--- config.mk ---
export PLATFORM = sky130hd
export DESIGN_NAME = disp_regfile
export DESIGN_NICKNAME = d
export VERILOG_FILES = /design/src/rtl/disp_regfile_pkg.sv /design/src/rtl/disp_wcheck.sv /design/src/rtl/disp_vheight.sv /design/src/rtl/disp_regfile.sv
export SDC_FILE = /design/constraint.sdc
export NUM_CORES = 1
export LEC_CHECK = 0
export BUFFER_PORTS_ARGS = -buffer_cell sky130_fd_sc_hd__buf_4
export CORE_ASPECT_RATIO = 1.4
export CORE_MARGIN = 2
export CORE_UTILIZATION = 35
export CTS_CLUSTER_SIZE = 20
export DETAILED_ROUTE_END_ITERATION = 8
export PLACE_DENSITY_LB_ADDON = 0.12
export SETUP_SLACK_MARGIN = 0.5
export SYNTH_ARGS = -nofsm -noshare
export SYNTH_HDL_FRONTEND = slang
export SYNTH_SLANG_ARGS = --single-unit
--- constraint.sdc ---
create_clock -name clk -period 251.2 [get_ports clk]
set_input_delay 0 -clock clk [delete_from_list [all_inputs] [get_ports clk]]
set_output_delay 0 -clock clk [all_outputs]
set_load 0.05 [all_outputs]
--- src/rtl/disp_regfile_pkg.sv ---
package disp_regfile_pkg;

    typedef enum logic [3:0] {
        RI_ID   = 4'd0,
        RI_XRES = 4'd1,
        RI_YRES = 4'd2,
        RI_BPP  = 4'd3,
        RI_ENA  = 4'd4,
        RI_BANK = 4'd5,
        RI_VW   = 4'd6,
        RI_VH   = 4'd7,
        RI_XOFF = 4'd8,
        RI_YOFF = 4'd9
    } reg_idx_e;

    localparam int EN_BIT   = 0;
    localparam int CAPS_BIT = 1;
    localparam int DAC_BIT  = 5;
    localparam int LFB_BIT  = 6;
    localparam int KEEP_BIT = 7;

    typedef struct packed {
        logic [15:0] idx;
        logic [15:0] id;
        logic [15:0] xres;
        logic [15:0] yres;
        logic [15:0] bpp;
        logic [15:0] ena;
        logic [15:0] bank;
        logic [15:0] vw;
        logic [15:0] vh;
        logic [15:0] xoff;
        logic [15:0] yoff;
        logic        err;
        logic        clr;
        logic        refr;
    } regs_t;

    function automatic logic [2:0] bytes_pp(input logic [15:0] bpp);
        case (bpp)
            16'd8:          bytes_pp = 3'd1;
            16'd15, 16'd16: bytes_pp = 3'd2;
            16'd24:         bytes_pp = 3'd3;
            16'd32:         bytes_pp = 3'd4;
            default:        bytes_pp = 3'd0;
        endcase
    endfunction

    function automatic logic is_legal_bpp(input logic [15:0] bpp);
        is_legal_bpp = (bytes_pp(bpp) != 3'd0);
    endfunction

endpackage

--- src/rtl/disp_wcheck.sv ---
module disp_wcheck
    import disp_regfile_pkg::*;
#(
    parameter logic [15:0] MAX_X = 16'd1024,
    parameter logic [15:0] MAX_Y = 16'd768,
    parameter logic [15:0] ID_LO = 16'hB0C0,
    parameter logic [15:0] ID_HI = 16'hB0C4
) (
    input  logic [15:0] sel,
    input  logic [15:0] wdata,
    input  logic        locked,
    output logic        ok,
    output logic        bad,
    output logic [15:0] norm
);
    always_comb begin
        ok   = 1'b0;
        bad  = 1'b0;
        norm = wdata;
        case (sel)
            16'(RI_ID): begin
                ok  = (wdata >= ID_LO) && (wdata <= ID_HI);
                bad = !ok;
            end
            16'(RI_XRES): begin
                bad = locked || (wdata > MAX_X);
                ok  = !bad;
            end
            16'(RI_YRES): begin
                bad = locked || (wdata > MAX_Y);
                ok  = !bad;
            end
            16'(RI_BPP): begin
                norm = (wdata == 16'd0) ? 16'd8 : wdata;
                bad  = locked || !is_legal_bpp(norm);
                ok   = !bad;
            end
            16'(RI_ENA), 16'(RI_BANK), 16'(RI_VW),
            16'(RI_XOFF), 16'(RI_YOFF): ok = 1'b1;
            default: begin
                ok  = 1'b0;
                bad = 1'b0;
            end
        endcase
    end
endmodule

--- src/rtl/disp_vheight.sv ---
module disp_vheight
    import disp_regfile_pkg::*;
#(
    parameter int unsigned VMEM_BYTES = 8388608
) (
    input  logic [15:0] width,
    input  logic [15:0] bpp,
    output logic [15:0] height
);
    localparam logic [31:0] NUM = 32'(VMEM_BYTES);

    logic [18:0] prod;
    logic [31:0] quot;

    always_comb begin
        prod = 19'(width) * 19'(bytes_pp(bpp));
        quot = (prod == 19'd0) ? 32'hFFFF_FFFF : NUM / {13'd0, prod};
        height = (quot > 32'h0000_FFFF) ? 16'hFFFF : quot[15:0];
    end
endmodule

--- src/rtl/disp_regfile.sv ---
module disp_regfile
    import disp_regfile_pkg::*;
#(
    parameter logic [15:0] IDX_PORT   = 16'h01CE,
    parameter logic [15:0] DATA_PORT  = 16'h01CF,
    parameter logic [15:0] MAX_X      = 16'd1024,
    parameter logic [15:0] MAX_Y      = 16'd768,
    parameter logic [15:0] MAX_BPP    = 16'd32,
    parameter logic [15:0] ID_LO      = 16'hB0C0,
    parameter logic [15:0] ID_HI      = 16'hB0C4,
    parameter int unsigned VMEM_BYTES = 8388608
) (
    input  logic        clk,
    input  logic        rst_n,
    input  logic [15:0] io_addr,
    input  logic        io_wr,
    input  logic [15:0] io_wdata,
    output logic [15:0] io_rdata,
    output logic        err_pulse,
    output logic        clr_req,
    output logic        refresh_req,
    output logic        mode_en,
    output logic        lfb_en,
    output logic        dac8_en
);
    regs_t st_d, st_q;

    logic        wr_idx, wr_dat;
    logic        w_ok, w_bad;
    logic [15:0] w_norm;
    logic [15:0] calc_w, calc_h;

    assign wr_idx = io_wr && (io_addr == IDX_PORT);
    assign wr_dat = io_wr && (io_addr == DATA_PORT);

    disp_wcheck #(
        .MAX_X(MAX_X), .MAX_Y(MAX_Y), .ID_LO(ID_LO), .ID_HI(ID_HI)
    ) u_wcheck (
        .sel    (st_q.idx),
        .wdata  (io_wdata),
        .locked (st_q.ena[EN_BIT]),
        .ok     (w_ok),
        .bad    (w_bad),
        .norm   (w_norm)
    );

    // On enable the width comes from the stored resolution, otherwise from the bus
    assign calc_w = (st_q.idx == 16'(RI_ENA)) ? st_q.xres : io_wdata;

    disp_vheight #(.VMEM_BYTES(VMEM_BYTES)) u_vheight (
        .width  (calc_w),
        .bpp    (st_q.bpp),
        .height (calc_h)
    );

    always_comb begin
        st_d      = st_q;
        st_d.err  = 1'b0;
        st_d.clr  = 1'b0;
        st_d.refr = 1'b0;
        if (wr_idx) st_d.idx = io_wdata;
        if (wr_dat) begin
            st_d.err = w_bad;
            if (w_ok) begin
                case (st_q.idx)
                    16'(RI_ID):   st_d.id   = w_norm;
                    16'(RI_XRES): st_d.xres = w_norm;
                    16'(RI_YRES): st_d.yres = w_norm;
                    16'(RI_BPP):  st_d.bpp  = w_norm;
                    16'(RI_ENA): begin
                        st_d.ena = io_wdata;
                        if (!st_q.ena[EN_BIT] && io_wdata[EN_BIT]) begin
                            st_d.vw  = st_q.xres;
                            st_d.vh  = calc_h;
                            st_d.clr = !io_wdata[KEEP_BIT];
                        end
                    end
                    16'(RI_BANK): st_d.bank = io_wdata;
                    16'(RI_VW): begin
                        st_d.vw = io_wdata;
                        if (st_q.ena[EN_BIT]) st_d.vh = calc_h;
                    end
                    16'(RI_XOFF): begin
                        st_d.xoff = io_wdata;
                        st_d.refr = 1'b1;
                    end
                    16'(RI_YOFF): begin
                        st_d.yoff = io_wdata;
                        st_d.refr = 1'b1;
                    end
                    default: ;
                endcase
            end
        end
    end

    always_ff @(posedge clk or negedge rst_n) begin
        if (!rst_n) begin
            st_q    <= '0;
            st_q.id <= ID_HI;
        end else begin
            st_q <= st_d;
        end
    end

    logic caps;
    assign caps = st_q.ena[CAPS_BIT];

    always_comb begin
        io_rdata = 16'd0;
        if (io_addr == IDX_PORT) begin
            io_rdata = st_q.idx;
        end else if (io_addr == DATA_PORT) begin
            case (st_q.idx)
                16'(RI_ID):   io_rdata = st_q.id;
                16'(RI_XRES): io_rdata = caps ? MAX_X : st_q.xres;
                16'(RI_YRES): io_rdata = caps ? MAX_Y : st_q.yres;
                16'(RI_BPP):  io_rdata = caps ? MAX_BPP : st_q.bpp;
                16'(RI_ENA):  io_rdata = st_q.ena;
                16'(RI_BANK): io_rdata = st_q.bank;
                16'(RI_VW):   io_rdata = st_q.vw;
                16'(RI_VH):   io_rdata = st_q.vh;
                16'(RI_XOFF): io_rdata = st_q.xoff;
                16'(RI_YOFF): io_rdata = st_q.yoff;
                default:      io_rdata = 16'd0;
            endcase
        end
    end

    assign err_pulse   = st_q.err;
    assign clr_req     = st_q.clr;
    assign refresh_req = st_q.refr;
    assign mode_en     = st_q.ena[EN_BIT];
    assign lfb_en      = st_q.ena[LFB_BIT];
    assign dac8_en     = st_q.ena[DAC_BIT];
endmodule

---- Word level (Yosys, flattened, before mapping) ----
Index checks and enable logic that the tools add are counted.
operators by class
  multiplexer cells ....................... 24
  multipliers ............................. 1
  shift operators ......................... 0
  add/subtract/negate cells ............... 0
  reduce and logical (&&, ||, !) cells .... 33
  div/mod/pow operators ................... 1
  bitwise gates (word level) .............. 0
  $lt $le $gt $ge ......................... 5
  eq/ne operators ......................... 23
operators with widths
  kind                                                             number
  two-way mux 16 bit                                               10
  case mux 16 bit (10 select lines)                                1
  == test 16 x 4 -> 1 bit, second input constant                   6
  == test 16 x 3 -> 1 bit, second input constant                   4
  == test 16 x 5 -> 1 bit, second input constant                   4
  two-way mux 32 bit                                               2
  case mux 32 bit (2 select lines)                                 1
  divider 24 x 19 -> 32 bit, first input constant                  1
  == test 16 x 2 -> 1 bit, second input constant                   2
  == test 16 x 6 -> 1 bit, second input constant                   2
  == test 16 x 9 -> 1 bit, second input constant                   2
  greater-than comparator 32 x 16 -> 1 bit, second input constant  1
  logical NOT 16 bit                                               2
  case mux 3 bit (4 select lines)                                  2
  AND reduction 3 bit                                              8
  logical NOT 19 bit                                               1
  multiplier 16 x 3 -> 19 bit                                      1
  == test 16 x 1 -> 1 bit, second input constant                   1
  greater-or-equal comparator 16 bit, second input constant        1
  greater-than comparator 16 x 10 -> 1 bit, second input constant  1
  greater-than comparator 16 x 11 -> 1 bit, second input constant  1
  <= comparator 16 bit, second input constant                      1
  logical NOT 1 bit                                                7
  two-way mux 3 bit                                                2
  other kinds (14)                                                 23
storage, ports and cells
  logic and storage cells ................. 101
  bits in latches ......................... 0
  memory bits (read-only) ................. 0
  RAM bits ................................ 0
  memories ................................ 0
  output and inout bits ................... 22
  input bits .............................. 35
  register bits ........................... 179

---- Longest topological paths before layout ----
  depth after elaboration ................. 13
  gate-level depth with buffers ........... 476
  depth with buffers taken out ............ 439

---- Modules after synthesis ----
Synthesis repeated with hierarchy kept, for this count alone.
second synthesis, totals
  cells, all modules ...................... 4925
  area, all modules ....................... 37818.8 um2
by module, submodules not included
  module        area an instance (um2)  instances  seq. area each (um2)  cells an instance
  disp_vheight  28873.9                 1          0.0                   4187
  disp_regfile  8599.5                  1          4486.8                680
  disp_wcheck   345.3                   1          0.0                   58

---- Worst setup path after synthesis ----
OpenSTA, ideal clock, no wires.
  kind .................................... flip-flop to flip-flop
  start point ............................. register st_q[172] (netlist name)
  end point ............................... register st_q[35] (netlist name)
  buffers on the path ..................... 49
  setup time .............................. 133 ps
  arrival time ............................ 89924 ps
  slack ................................... 161143 ps
  data required time ...................... 251067 ps
  stages on the path, launching flop included .. 447
  period minus slack after synthesis ...... 90057 ps
  cells stage by stage .................... dfrtp_1 or4_1 or3_1 or3b_2 clkbuf_1 nor3_1 clkbuf_1 mux2i_1 nor2b_1 fa_1 ha_1 inv_1 fa_1 nand2b_1 a21oi_1 o21a_1 o311ai_0 and3_1 [... 411 more ...] and2_1 a22oi_1 nor2_1 nand4_1 a41o_1 buf_4 buf_6 mux2_4 ha_1 a21o_1 a21o_1 a21oi_1 o221ai_1 a221oi_1 and4_1 a21o_1 o221a_2 a31oi_1
between the ends
  cells in the longest elaborated chain, start to end .. 9
  elaborated cells between the ends (all ways) .. 25
  those cells by class .................... 1 x mul; 1 x div; 1 x order compare; 10 x eq/ne; 7 x mux; 5 x reduce/logical
ends and longest elaborated chain
  element                                                                 RTL line                                                   RTL
  start: declaration                                                      disp_regfile.sv:26                                         regs_t st_d, st_q;
  start signal: assignment                                                disp_regfile.sv:102                                        st_q <= st_d;
  == test 16 x 3 -> 1 bit                                                 disp_wcheck.sv:20, disp_regfile.sv:48, disp_regfile.sv:65
  two-way mux 16 bit                                                      disp_regfile.sv:48                                         assign calc_w = (st_q.idx == 16'(RI_ENA)) ? st_q.xres : io_wdata;
  multiplier 16 x 3 -> 19 bit                                             disp_vheight.sv:16                                         prod = 19'(width) * 19'(bytes_pp(bpp));
  divider 24 x 19 -> 32 bit / logical NOT 19 bit (equally long branches)  disp_vheight.sv:17                                         quot = (prod == 19'd0) ? 32'hFFFF_FFFF : NUM / {13'd0, prod};
  two-way mux 32 bit                                                      disp_vheight.sv:17
  greater-than comparator 32 x 16 -> 1 bit                                disp_vheight.sv:18                                         height = (quot > 32'h0000_FFFF) ? 16'hFFFF : quot[15:0];
  two-way mux 16 bit                                                      disp_vheight.sv:18
  two-way mux 16 bit / two-way mux 32 bit (equally long branches)         disp_regfile.sv:81, disp_regfile.sv:72
  case mux 32 bit (2 select lines)                                        disp_regfile.sv:65                                         case (st_q.idx)
Parallel ways exist; a longest one is shown, timed or not. The select of a mux whose other input is x is not followed.
A chain may end at the register's enable or synchronous reset.

---- Worst setup path in the final report ----
Same ends and word-level chain as after synthesis.

==> impl_results.md <==
- Clock root buffer: clkbuf_16
- Initial core utilization: 0.354
- Core Area: approximately 0.11 mm2
- Setup TNS: 0 ns
- CP Capture Type: register
- Layout cells sized above 1: 0.108
- Max-slew violations: 0
- Final setup viols: 0
- Setup Fix Bufs, Post-CTS: 0
- CTS Buf Count: 17
- MaxCap Viol Count: 0
- Avg WL per Cell: 24.6 um
- Clk_lat worst skew: 0.49 ns
- Critical Path RT: 251.57 ns
- Status: finished, final reports clean
- Largest net degree at the start of global routing: 112
- RSZ-0062 raised after global routing: false
- Finished Layout Cells: between 6,000 and 7,000
- CP bufs+invs: 15
- Worst slew margin: 0.216
- Yosys warns: 0
- Post-Route WL: 158,000 um
- GRT Overall Usage: 0.281
- Post-cts gate resize count: 0
- CTS Sinks: 179
- Initial antenna violation count: 4
- Post-synth top area share: 0.141
- Drt pass-1 iters: 6
- Unique masters post-synth: about 130
- Detailed router's first-iteration violation count: approximately 2,500
- Min cycle time layout: ~100 ns
- Cell mode on critical path: o21ai_0
- Number of global-route vias before repair: roughly 39,000
- Area growth syn-to-layout: 7.91%
- Max incr delay on CP: 0.99 ns
- Critical path fanouts, max: 41
- CP Class: reg2reg
- Clock Skew: 0.0292 ns
- Final hold viol count: 0
- DRC viols: 0
- CP arrival: 102.54 ns
- Hold Path Class: in2async
- Routability cong.: 0.936
- Fmax achieved: 9.79 MHz
- IO Count: 57
- Total grt overflow: 0
- Die X: 280 um
- CTS max path bufs: 2
- Clk slew on worst S/H paths: 0.10 ns
- Maximum level of the CTS H-tree: 4
- Worst-Margin Slew: about 1.2 ns
- Post-Syn Area per Cell: 7.42 um2
- Hpwl dp: 121,000 um
- Tcrit/Tclk final: 0.407
- FF+latch count, synth: 179
- Via count: between 30,000 and 40,000
- FFs w/ async S/R, synth: 1.00
- Vias per inst: just over 6
- Sequential share of the synthesized area: 0.120
- First-pass GRT wire length: about 240,000 um
- # rows: 141
- CP startpoint kind: register
- Slowest stage cell, crit path: a2111oi_0
- CTS tree: yes
- Mapped Cells: 5,041
- Nets: 5,507
- Remaining antenna violation count: 0
- Post-synth EDFFs: 0
- Syn Std Cell Area: 0.0374 mm2
- Die height: 391 um
- Number of buffers added on ports: 56
- Syn nets: 5,513
- Hold-fix buffers, CTS: 19
- Die Area: 0.110 mm2
- Synth area leader: ha_1
- Main flop type after synthesis: dfrtp_1
- Critical path's top delay family: compound AO/OA/AOI/OAI gates
- Placed cells: between 6,000 and 7,000
- Area contributors post-synth: ha_1 14%, dfrtp_1 12%, mux2_2 6.4%
[layout make-up]
class | instances | area, um2
multi-input combinational | 4490 | 31600
clock inverter | 14 | 139
clock buffer | 18 | 439
fill | 11100 | 65300
inverter | 190 | 713
tap | 1358 | 1700
antenna | 2 | 5.00
sequential | 179 | 4490
timing repair buffer | 157 | 1230
[cell usage after synthesis, types with 18 or more instances]
| cell | n |
|---|---|
| mux2i_1 | 57 |
| xor2_1 | 103 |
| nand2_1 | 453 |
| xnor2_1 | 203 |
| or3_1 | 55 |
| nor3_1 | 138 |
| o21bai_1 | 29 |
| nand3_1 | 134 |
| nand2b_1 | 103 |
| dfrtp_1 | 173 |
| and3_1 | 48 |
| a31oi_1 | 61 |
| ha_1 | 422 |
| a21o_1 | 194 |
| nor2_1 | 460 |
| or2_2 | 36 |
| o21ai_0 | 337 |
| mux2_2 | 212 |
| o31ai_1 | 56 |
| a21oi_1 | 449 |
| o211ai_1 | 40 |
| a21boi_0 | 31 |
| a22o_1 | 18 |
| inv_1 | 187 |
| a221oi_1 | 22 |
| a211oi_1 | 48 |
| nand4_1 | 76 |
| a22oi_1 | 45 |
| o21ai_1 | 25 |
| clkbuf_1 | 138 |
| and2_1 | 39 |
| buf_2 | 19 |
| nor2b_1 | 73 |
| nor4_1 | 37 |
| o21a_1 | 104 |
[per-layer routing]
| metal | routed length [um] | share of wire | up-vias | track usage |
|---|---|---|---|---|
| li1 | - | - | 18800 | - |
| met1 | 61700 | 0.39 | 19100 | 0.315 |
| met2 | 80000 | 0.51 | 1137 | 0.517 |
| met3 | 6840 | 0.043 | 376 | 0.0293 |
| met4 | 8990 | 0.057 | 4 | 0.149 |
| met5 | 23 | 0.00015 | - | 0 |
[cells in the final DEF (no fill, tap or decap), types with 101 or more instances in the layout]
cell      count
nor2_1      456
nand2_1     453
a21oi_1     448
ha_1        422
o21ai_0     336
mux2_2      212
xnor2_1     201
a21o_1      194
inv_1       184
dfrtp_1     173
buf_4       137
nand3_1     134
nor3_1      133
o21a_1      104
nand2b_1    103
xor2_1      101
[logic make-up (layout without fill, tap and decap cells)]
| family | after synthesis | in the layout | share of synthesized area |
|---|---|---|---|
| AO/OA/AOI/OAI | 1692 | 1692 | 0.298 |
| adder cells (fa/ha/maj) | 437 | 437 | 0.149 |
| other | 1 | 3 | 0.000100 |
| XOR/XNOR | 308 | 308 | 0.0727 |
| flip-flops | 179 | 179 | 0.120 |
| multiplexers | 296 | 296 | 0.0900 |
| buffers and inverters | 372 | 379 | 0.0390 |
| AND/OR/NAND/NOR | 1756 | 1756 | 0.231 |
[registers in the layout, summed over array words and instances (netlist names)]
register / count
st_q: 172
caps: 1
clr_req: 1
dac8_en: 1
err_pulse: 1
lfb_en: 1
mode_en: 1
refresh_req: 1
[path summary, 6_finish.rpt]
check	start	end	cells past startpoint	slack, ns
min reg2reg	st_q[16]$_DFFE_PN0P_	st_q[16]$_DFFE_PN0P_	2	0.49
min in group clk	io_wdata[13]	st_q[96]$_DFFE_PN0P_	3	0.39
min	rst_n	refresh_req$_DFF_PN0_	2	0.19
max in group asynchronous	rst_n	st_q[26]$_DFFE_PN0P_	3	249.43
max	st_q[172]$_DFFE_PN0P_	st_q[35]$_DFFE_PN0P_	418	149.03
max reg2reg	st_q[172]$_DFFE_PN0P_	st_q[35]$_DFFE_PN0P_	418	149.03
[worst register-to-register path: cells and delay by family, from the launching register on]
kind            cells  cell delay (ns)
mux                 7             2.66
buf+inv            15             3.00
flops               1             0.40
compound gates    249            55.90
simple gates      115            28.83
fa+ha+maj          32            11.29
[metrics by stage]
step | setup WS, ns | hold WS [ns] | utilization | instance area [um2]
after global routing | 139.97 | 0.278 | 0.382 | 40400
after floorplan | 161.14 | -0.296 | - | 37400
after detailed placement | 150.44 | 0.191 | 0.375 | 39600
after CTS | 150.12 | 0.240 | 0.382 | 40300
after global placement | 151.95 | 0.207 | 0.375 | 39600
final | 149.03 | 0.188 | 0.382 | 40400
Power is left out: the tool's default activity adds up to more than one toggle a clock period on the data nets, which glitch-free logic cannot reach.
